===== src/rtl/cfg_boot_seq.sv =====
module cfg_boot_seq #(
  parameter int ADDR_W  = 20,
  parameter int DATA_W  = 20,
  parameter int NCH     = 8,
  parameter int TIMEOUT = 256
) (
  input  logic              clk,
  input  logic              rst_n,
  input  logic              core_ready,
  input  logic              tristate_en,
  input  logic [NCH-1:0]    ch_mask,
  input  logic [NCH-1:0]    ch_valid,
  input  logic              bus_ack,
  output logic              bus_wr,
  output logic [ADDR_W-1:0] bus_addr,
  output logic [DATA_W-1:0] bus_wdata,
  output logic              resync_pulse,
  output logic              seq_done,
  output logic              seq_err
);
  localparam int NWR = 10;
  localparam int IW  = $clog2(NWR);
  localparam int TW  = (TIMEOUT > 2) ? $clog2(TIMEOUT) : 1;

  typedef enum logic [2:0] {
    S_IDLE, S_WRITE, S_SYNC, S_RESYNC, S_DONE, S_ERR
  } state_t;

  state_t          st;
  logic [IW-1:0]   idx;
  logic [TW-1:0]   tmr;

  function automatic logic [63:0] entry(input logic [IW-1:0] i);
    case (i)
      4'd0:    entry = {32'h0003_0004, 32'h0003_0005};
      4'd1:    entry = {32'h0000_0005, 32'h0000_0080};
      4'd2:    entry = {32'h0003_0020, 32'h0000_0001};
      4'd3:    entry = {32'h0003_0038, 32'h0000_0001};
      4'd4:    entry = {32'h0003_0050, 32'h0000_0001};
      4'd5:    entry = {32'h0003_0068, 32'h0000_0001};
      4'd6:    entry = {32'h0003_0080, 32'h0000_0001};
      4'd7:    entry = {32'h0003_0090, 32'h0000_0001};
      4'd8:    entry = {32'h0003_00B0, 32'h0000_0001};
      default: entry = {32'h0003_00C8, 32'h0000_0001};
    endcase
  endfunction

  logic [63:0] cur;
  assign cur = entry(idx);

  wire last_wr   = tristate_en ? (idx == IW'(NWR - 1)) : (idx == IW'(1));
  wire frames_ok = &(ch_valid | ~ch_mask);
  wire tmo       = (tmr == TW'(TIMEOUT - 1));

  always_ff @(posedge clk) begin
    if (!rst_n || !core_ready) begin
      st  <= S_IDLE;
      idx <= '0;
      tmr <= '0;
    end else begin
      case (st)
        S_IDLE: begin
          st  <= S_WRITE;
          idx <= '0;
          tmr <= '0;
        end
        S_WRITE: begin
          if (bus_ack) begin
            tmr <= '0;
            if (last_wr) st <= S_SYNC;
            else         idx <= idx + IW'(1);
          end else if (tmo) begin
            st <= S_ERR;
          end else begin
            tmr <= tmr + TW'(1);
          end
        end
        S_SYNC:   if (frames_ok) st <= S_RESYNC;
        S_RESYNC: st <= S_DONE;
        default:  st <= st;
      endcase
    end
  end

  assign bus_wr       = (st == S_WRITE);
  assign bus_addr     = bus_wr ? cur[32 +: ADDR_W] : '0;
  assign bus_wdata    = bus_wr ? cur[0 +: DATA_W]  : '0;
  assign resync_pulse = (st == S_RESYNC);
  assign seq_done     = (st == S_DONE);
  assign seq_err      = (st == S_ERR);
endmodule


===== config.mk =====
export PLATFORM = sky130hd
export DESIGN_NAME = cfg_boot_seq
export DESIGN_NICKNAME = d
export VERILOG_FILES = /design/src/rtl/cfg_boot_seq.sv
export SDC_FILE = /design/constraint.sdc
export NUM_CORES = 1
export LEC_CHECK = 0
export ABC_AREA = 1
export CAP_MARGIN = 20
export CORE_MARGIN = 2
export CORE_UTILIZATION = 25
export CTS_BUF_LIST = sky130_fd_sc_hd__clkbuf_16
export DETAILED_ROUTE_END_ITERATION = 6
export PLACE_DENSITY_LB_ADDON = 0.15
export SYNTH_ARGS = -nofsm -noshare
export SYNTH_HDL_FRONTEND = slang
export SYNTH_SLANG_ARGS = --single-unit

===== constraint.sdc =====
create_clock -name clk -period 2.3 [get_ports clk]
set_input_delay 0.46 -clock clk [delete_from_list [all_inputs] [get_ports clk]]
set_output_delay 0.46 -clock clk [all_outputs]
set_load 0.02 [all_outputs]

After elaboration in Yosys (flattened, before gate mapping)
Memories as Yosys holds them, arrays and structs flattened. A register that Yosys moved wholly into a read port is not among the register bits.
Cells that the tools add are included.
{ "classes": {"n_reduce_logical": 10, "muxes": 16, "multipliers": 0, "n_lt_le_gt_ge": 0, "addsub": 2, "shift": 0, "bitwise": 2, "eq_ne": 14, "n_div": 0} }
{ "ops": {"columns": ["cell", "n"], "rows": [
  ["$mux W20", 2],
  ["$mux W4", 4],
  ["$mux W8", 2],
  ["$pmux W8 S2", 1],
  ["$mux W3", 4],
  ["$pmux W3 S4", 1],
  ["$add A8 B1 Y8 const B", 1],
  ["$eq A8 B8 Y1 const B", 1],
  ["$not A8 Y8", 1],
  ["$or A8 B8 Y8", 1],
  ["$pmux W4 S2", 1],
  ["$reduce_and A8 Y1", 1],
  ["$eq A3 B2 Y1 const B", 2],
  ["$eq A3 B3 Y1 const B", 2],
  ["$ne A2 B2 Y1 const B", 3],
  ["$ne A3 B2 Y1 const B", 2],
  ["$add A4 B1 Y4 const B", 1],
  ["$eq A4 B1 Y1 const B", 1],
  ["$eq A4 B4 Y1 const B", 1],
  ["$reduce_and A4 Y1", 1],
  ["$reduce_bool A4 Y1", 1],
  ["$eq A3 B1 Y1 const B", 1],
  ["$logic_not A3 Y1", 1],
  ["$ne A3 B3 Y1 const B", 1],
  ["other kinds (6)", 7]
]} }
{ "totals": {"latchBits": 0, "ramBits": 0, "regBits": 15, "in_bits": 21, "memories": 1, "rom_bits": 224} }
{ "memory_table": {"columns": ["name", "depth", "word_bits", "rd", "rd_ports_with_merged_regs", "write_ports", "line", "rtl"], "rows": [
  ["(name not given)", 16, 14, 1, 1, 0, "34", "case (i)"]
]} }

Depth between registers and ports, before layout
Gate-level depths: netlist (run 1).
{ "depth": {"depth_word": 7, "mapped_depth": 15, "ltp_nobuf": 15} }

Worst setup path after synthesis (run 1)
OpenSTA, ideal clock, no wires.
{ "synth_path": {"path_type": "flip-flop to output port", "from": "reg st[1]", "to": "out bus_addr[17]", "t_arrival_ns": 1.444, "setup_slack_ns": 0.396, "t_required_ns": 1.840, "stages_incl_launch_ff": 6, "path_cell_list": "dfxtp_1 nor2_2 nand2_1 clkbuf_1 nor2_1 buf_4"} }
{ "synth_between": {"elab_chain_len": 2} }
{ "synth_lines": {"columns": ["element", "line", "rtl"], "rows": [
  ["start, declared", "29", "state_t st;"],
  ["start signal, assigned", "80", "default: st <= st;"],
  ["$eq A3 B1 Y1", "85", "assign bus_wr = (st == S_WRITE);"],
  ["$mux W20", "86", "assign bus_addr = bus_wr ? cur[32 +: ADDR_W] : '0;"],
  ["end, declared", "15", "output logic [ADDR_W-1:0] bus_addr,"]
]} }
Every way passes these cells.

Final worst setup path (run 1)
{ "layout_path": {"from": "reg st[1]", "to": "out bus_wdata[7]"} }
{ "layout_between": {"elab_chain_len": 2} }
{ "layout_lines": {"columns": ["element", "line", "rtl"], "rows": [
  ["$eq A3 B1 Y1", "85", null],
  ["$mux W20", "87", "assign bus_wdata = bus_wr ? cur[0 +: DATA_W] : '0;"],
  ["end, declared", "16", "output logic [DATA_W-1:0] bus_wdata,"]
]} }
Every way passes these cells.

==> results of run 1 <==
[path summary, 6_finish.rpt]
path | start | end
worst min-delay path | tmr[4] | tmr[4]
worst max-delay path | st[1] | bus_wdata[7]
worst max register to register | idx[1] | cur[36]
worst min register to register | tmr[4] | tmr[4]
[layer usage]
metal,routed length (µm),vias to the layer above,global-route usage
met5,0,-,0
met4,39,0,0.0317
met3,140,2,0.0221
met2,1520,31,0.167
met1,1850,643,0.135
li1,-,819,-
[state kept, by name (all words and copies together) (netlist names)]
register  count
cur           9
idx           4
st            3
tmr           8
[logic make-up after synthesis]
logic type	Yosys count	synth area share
simple gates	122	0.332
buf+inv	81	0.259
flops	24	0.289
compound gates	21	0.0722
fa+ha+maj	4	0.0301
xor+xnor	3	0.0158
other cells	1	0.00225
[Yosys cell counts (all sizes together)]
cell type | number | share of area
conb | 1 | 0.0023
dfxtp | 24 | 0.29
buf | 32 | 0.15
xnor2 | 1 | 0.0053
nand4 | 5 | 0.023
nor3 | 4 | 0.015
inv | 47 | 0.11
nor2 | 33 | 0.077
o22ai | 2 | 0.0075
nand3 | 19 | 0.066
clkinv | 1 | 0.0023
a21oi | 8 | 0.024
a31oi | 1 | 0.0038
nand2 | 59 | 0.14
o21ai | 10 | 0.037
nand3b | 2 | 0.0090
clkbuf | 1 | 0.0023
xor2 | 2 | 0.011
ha | 4 | 0.030
[worst reg2reg max path, delay by kind of cell (launching register included)]
kind / cells / cell delay, ns
DFF: 1 / 0.37
adders and majority gates: 2 / 0.36
buffers and inverters: 3 / 0.21
AOI/OAI and AO/OA: 1 / 0.15
and+or+nand+nor: 8 / 0.75
[power by group]
group	switching [W]	internal [W]	leakage (nW)	total [W]
registers	0.00000720	0.000429	0.194	0.000436
logic	0.000145	0.0000977	0.917	0.000243
clock network	0.000151	0.000346	0.0511	0.000497
total	0.000303	0.000872	1.16	0.00118
[metrics by stage]
stage               instance area, µm²  setup slack, ns  hold slack, ns  std cells
global route                      2190           0.0182           0.499        378
CTS                               2170           0.0181           0.453        378
finish                            2190            0.102           0.452        378
global placement                  2070            0.119           0.438        374
floorplan                         1760            0.396           0.423        281
detailed placement                2070            0.109           0.442        374
[cell type report]
type                            count  area, µm²
Multi-Input combinational cell    176        847
Clock inverter                      1       30.0
Clock buffer                        3       75.1
Sequential cell                    24        480
Timing Repair Buffer               49        478
Tap cell                           77       96.3
Inverter                           48        183
Fill cell                         712       4200
[what timing repair did]
item | 4_1_cts | 5_1_grt
hold buffers | 0 | 0
resized for setup | 0 | 6
setup endpoints to repair | 0 | 6
==> impl_metrics.json, run 1 <==
{
  "end_kind": "primary output",
  "port_buffers": 38,
  "viasPerCell": 3.96,
  "crit_buf_inv": 2,
  "finish.utilization": 0.343,
  "cts_buffers": 3,
  "first_pass_iters": 4,
  "max_cap_violations": 0,
  "max_freq_mhz": 455,
  "final_nets": 327,
  "crit_chain": "nor2_2 -> nand2_1 -> buf_4 -> nor2_1 -> clkdlybuf4s50_1",
  "finalHoldViolCount": 0,
  "synth.cell_area_mm2": 0.00166,
  "antenna_found_initial": 0,
  "cts_tree": "yes",
  "path_max_fanout": 10,
  "grt_usage": 0.102,
  "hold_path_class": "reg2reg",
  "drc": 0,
  "die_h_um": 85.6,
  "arrival_ns": 1.74,
  "max-clock-path-buffers": 2,
  "dp.final_hpwl_um": 2860,
  "clk_pin_slew_ns": 0.06,
  "rsz0062_at_grt": "false",
  "period_minus_slack_ns": 2.20,
  "wire_per_inst_um": 9.38,
  "h-tree-depth": 1,
  "routed_wl_um": 3550,
  "ys_seq_area_frac": 0.289,
  "cts_setup_buffers": 0,
  "insertion_delay_ns": 0.26,
  "critical_path_class": "reg2out",
  "cts_root_buffer": "clkbuf_16",
  "slowest_stage": "clkdlybuf4s50_1",
  "holdPathStages": 2,
  "ant_nets": 0,
  "grt_max_degree": 15,
  "syn_inst": 256,
  "max_stage_delay_ns": 0.62,
  "synth_cell_type_count": 30,
  "ys_warn_count": 0,
  "dieWidth_um": 85.6,
  "status": "finished clean",
  "final_common_cell": "nand2_1",
  "core-area_mm2": 0.00639,
  "rr_worst_depth": 14,
  "cp_top_family": "buffers and inverters",
  "layout_common_cells": "nand2_1, inv_1, clkdlybuf4s50_1, nor2_1, conb_1",
  "antenna_cells": 0,
  "first_global_vias": 1413,
  "grt.overflow.total": 0,
  "reg2reg_slack_ns": 0.39,
  "irDropWorstVdd_v": 0.000282,
  "fin_crit_sh": 0.956,
  "syn_area_per_cell_um2": 6.50,
  "grt_pass1_wl_um": 6150,
  "rows": 29,
  "maxSlewViolCount": 0,
  "final_layout_size_suffix_gt1_frac": 0.110,
  "area.growth.synth_to_final_pct": 31.6,
  "pwr_density_cell_mw_per_mm2": 537,
  "ioPinCount": 65,
  "drtIter0Drc": 34,
  "fin_tns_setup_ns": 0,
  "num_vias": 1495,
  "start_util": 0.261,
  "critical_path_depth": 5,
  "start_kind": "flop",
  "gp_congestion": 0.807,
  "leakage_nw": 1.16,
  "clock_sinks": 24,
  "power.total_w": 0.00118,
  "crit_required_ns": 1.84,
  "finalClockSkew_ns": 0.00263,
  "synth-seq-cells": 24,
  "setup_viol": 0,
  "die_area_mm2": 0.00732
}
(Power assumes the default switching activity.)
==> run 2: changes to the inputs <==
--- a/config.mk
+++ b/config.mk
@@ -7,7 +7,6 @@
 export LEC_CHECK = 0
 export ABC_AREA = 1
 export CAP_MARGIN = 20
-export CORE_MARGIN = 2
 export CORE_UTILIZATION = 25
 export CTS_BUF_LIST = sky130_fd_sc_hd__clkbuf_16
 export DETAILED_ROUTE_END_ITERATION = 6
==> constraint.sdc (replaced) <==
create_clock -name clk -period 2.65 [get_ports clk]
set_input_delay 0.53 -clock clk [delete_from_list [all_inputs] [get_ports clk]]
set_output_delay 0.53 -clock clk [all_outputs]
set_load 0.02 [all_outputs]
==> run 2 against run 1 <==
Non-clock buffer count decreased by 8. Global-route usage up 0.46 points. First-iteration DRC count up 120%. Utilization shrank 1.6 points. Register-to-register slack improved by 0.19 ns. Die area decreased by 4.6%. Power fell by 22%. Critical endpoint is now bus_wdata[0]. Largest cell class unchanged. Clock power fell by 33%. Critical path type unchanged.
==> impl_metrics.json, run 2 (synthesis results as in run 1) <==
{
  "postCtsHoldBufs": 0,
  "first_global_vias": 1371,
  "placed_cell_area_mm2": 0.00201,
  "clock_sinks": 24,
  "core-area_mm2": 0.00639,
  "rows": 29,
  "status": "finished clean",
  "cts_root_buffer": "clkbuf_16",
  "irDropWorstVdd_v": 0.000208,
  "num_vias": 1498,
  "area.growth.synth_to_final_pct": 25.5,
  "cts_tree": "yes",
  "max_cap_violations": 0,
  "crit_required_ns": 2.12,
  "final_nets": 319,
  "dp.final_hpwl_um": 2770,
  "cts_setup_buffers": 0,
  "leakage_nw": 1.02,
  "maxSlewViolCount": 0,
  "start_kind": "flop",
  "ioPinCount": 65,
  "fillers": 704,
  "antenna_cells": 0,
  "finalClockSkew_ns": 0.00790,
  "hold-worst-slack_ns": 0.448,
  "drc": 0,
  "ant_nets": 0,
  "max-clock-path-buffers": 2,
  "cts_resized": 0,
  "drtIter0Drc": 76,
  "insertion_delay_ns": 0.26,
  "viasPerCell": 4.05,
  "layout_common_cells": "nand2_1, inv_1, clkdlybuf4s50_1, nor2_1, conb_1",
  "setup_viol": 0,
  "max_stage_delay_ns": 0.63,
  "first_pass_iters": 4,
  "grt_usage": 0.107,
  "start_util": 0.261,
  "crit_chain": "nor2_2 -> nand2_1 -> buf_4 -> nor2_1 -> clkdlybuf4s50_1",
  "port_buffers": 38,
  "gp_congestion": 0.825,
  "h-tree-depth": 1,
  "setup_slack_ns": 0.253,
  "fin_crit_sh": 0.904,
  "cts_buffers": 3,
  "die_h_um": 83.6,
  "die_area_mm2": 0.00699,
  "final_layout_size_suffix_gt1_frac": 0.0819,
  "routed_wl_um": 3430,
  "rsz0062_at_grt": "false",
  "finalHoldViolCount": 0,
  "final_common_cell": "nand2_1",
  "hold_path_class": "reg2reg",
  "end_kind": "primary output",
  "fin_tns_setup_ns": 0,
  "grt_pass1_wl_um": 6080,
  "arrival_ns": 1.87,
  "largest_reg_flops": 9,
  "clk_pin_slew_ns": 0.07,
  "max_freq_mhz": 417,
  "fin_area_mm2": 0.00209,
  "slowest_stage": "clkdlybuf4s50_1",
  "period_minus_slack_ns": 2.40,
  "dieWidth_um": 83.6,
  "wire_per_inst_um": 9.27,
  "place_ws_ns": 0.206,
  "grt.overflow.total": 0,
  "path_max_fanout": 8,
  "pwr_density_cell_mw_per_mm2": 439,
  "antenna_found_initial": 0,
  "critical_path_class": "reg2out",
  "grt_max_degree": 14
}
[run 2: final cells by class]
type                            instances  area [µm²]  share of cell area
Inverter                               48         183              0.0875
Clock buffer                            3        75.1              0.0359
Tap cell                               77        96.3              0.0461
Multi-Input combinational cell        176         847               0.406
Sequential cell                        24         480               0.230
Timing Repair Buffer                   41         403               0.193
Clock inverter                          1        3.75             0.00180
[run 2: worst paths after layout]
| path | from | to | slack [ns] | cells after the start |
|---|---|---|---|---|
| setup / recovery | st[2] | bus_wdata[0] | 0.25 | 5 |
| hold / removal | tmr[4] | tmr[4] | 0.45 | 2 |
| setup reg to reg | idx[0] | cur[36] | 0.58 | 13 |
| hold reg to reg | tmr[4] | tmr[4] | 0.45 | 2 |
[run 2: critical path, delay by kind of cell, from the launching register on]
kind	cells	cell delay [ns]
and+or+nand+nor	3	0.46
DFF	1	0.33
buffers and inverters	2	0.81
[run 2: stage by stage]
stage          utilization  power (W)  cells
2_1_floorplan            -   0.000551    281
3_3_place_gp         0.315   0.000591    366
3_5_place_dp         0.315   0.000591    366
4_1_cts              0.327   0.000927    370
5_1_grt              0.327   0.000973    370
6_report             0.327   0.000916    370
[run 2: power breakdown]
group	leakage, nW	total, W	switching [W]	internal [W]
clock	0.0385	0.000334	0.000132	0.000202
sequential	0.194	0.000381	0.00000871	0.000372
combinational	0.785	0.000202	0.000123	0.0000790
total	1.02	0.000916	0.000264	0.000653
[run 2: per-layer routing]
layer  track usage  up-vias  routed length, µm
li1              -      801                  -
met1         0.147      651               1790
met2         0.162       42               1470
met3        0.0198        4                124
met4        0.0493        0                 43
met5             0        -                  0
==> run 3: changes to the inputs <==
--- a/config.mk
+++ b/config.mk
@@ -9,6 +9,7 @@
 export CAP_MARGIN = 20
 export CORE_UTILIZATION = 25
 export CTS_BUF_LIST = sky130_fd_sc_hd__clkbuf_16
+export CTS_CLUSTER_DIAMETER = 150
 export DETAILED_ROUTE_END_ITERATION = 6
 export PLACE_DENSITY_LB_ADDON = 0.15
 export SYNTH_ARGS = -nofsm -noshare
==> results of run 3 <==
Same layout as run 2: the final DEF is identical, and so are final timing and power.
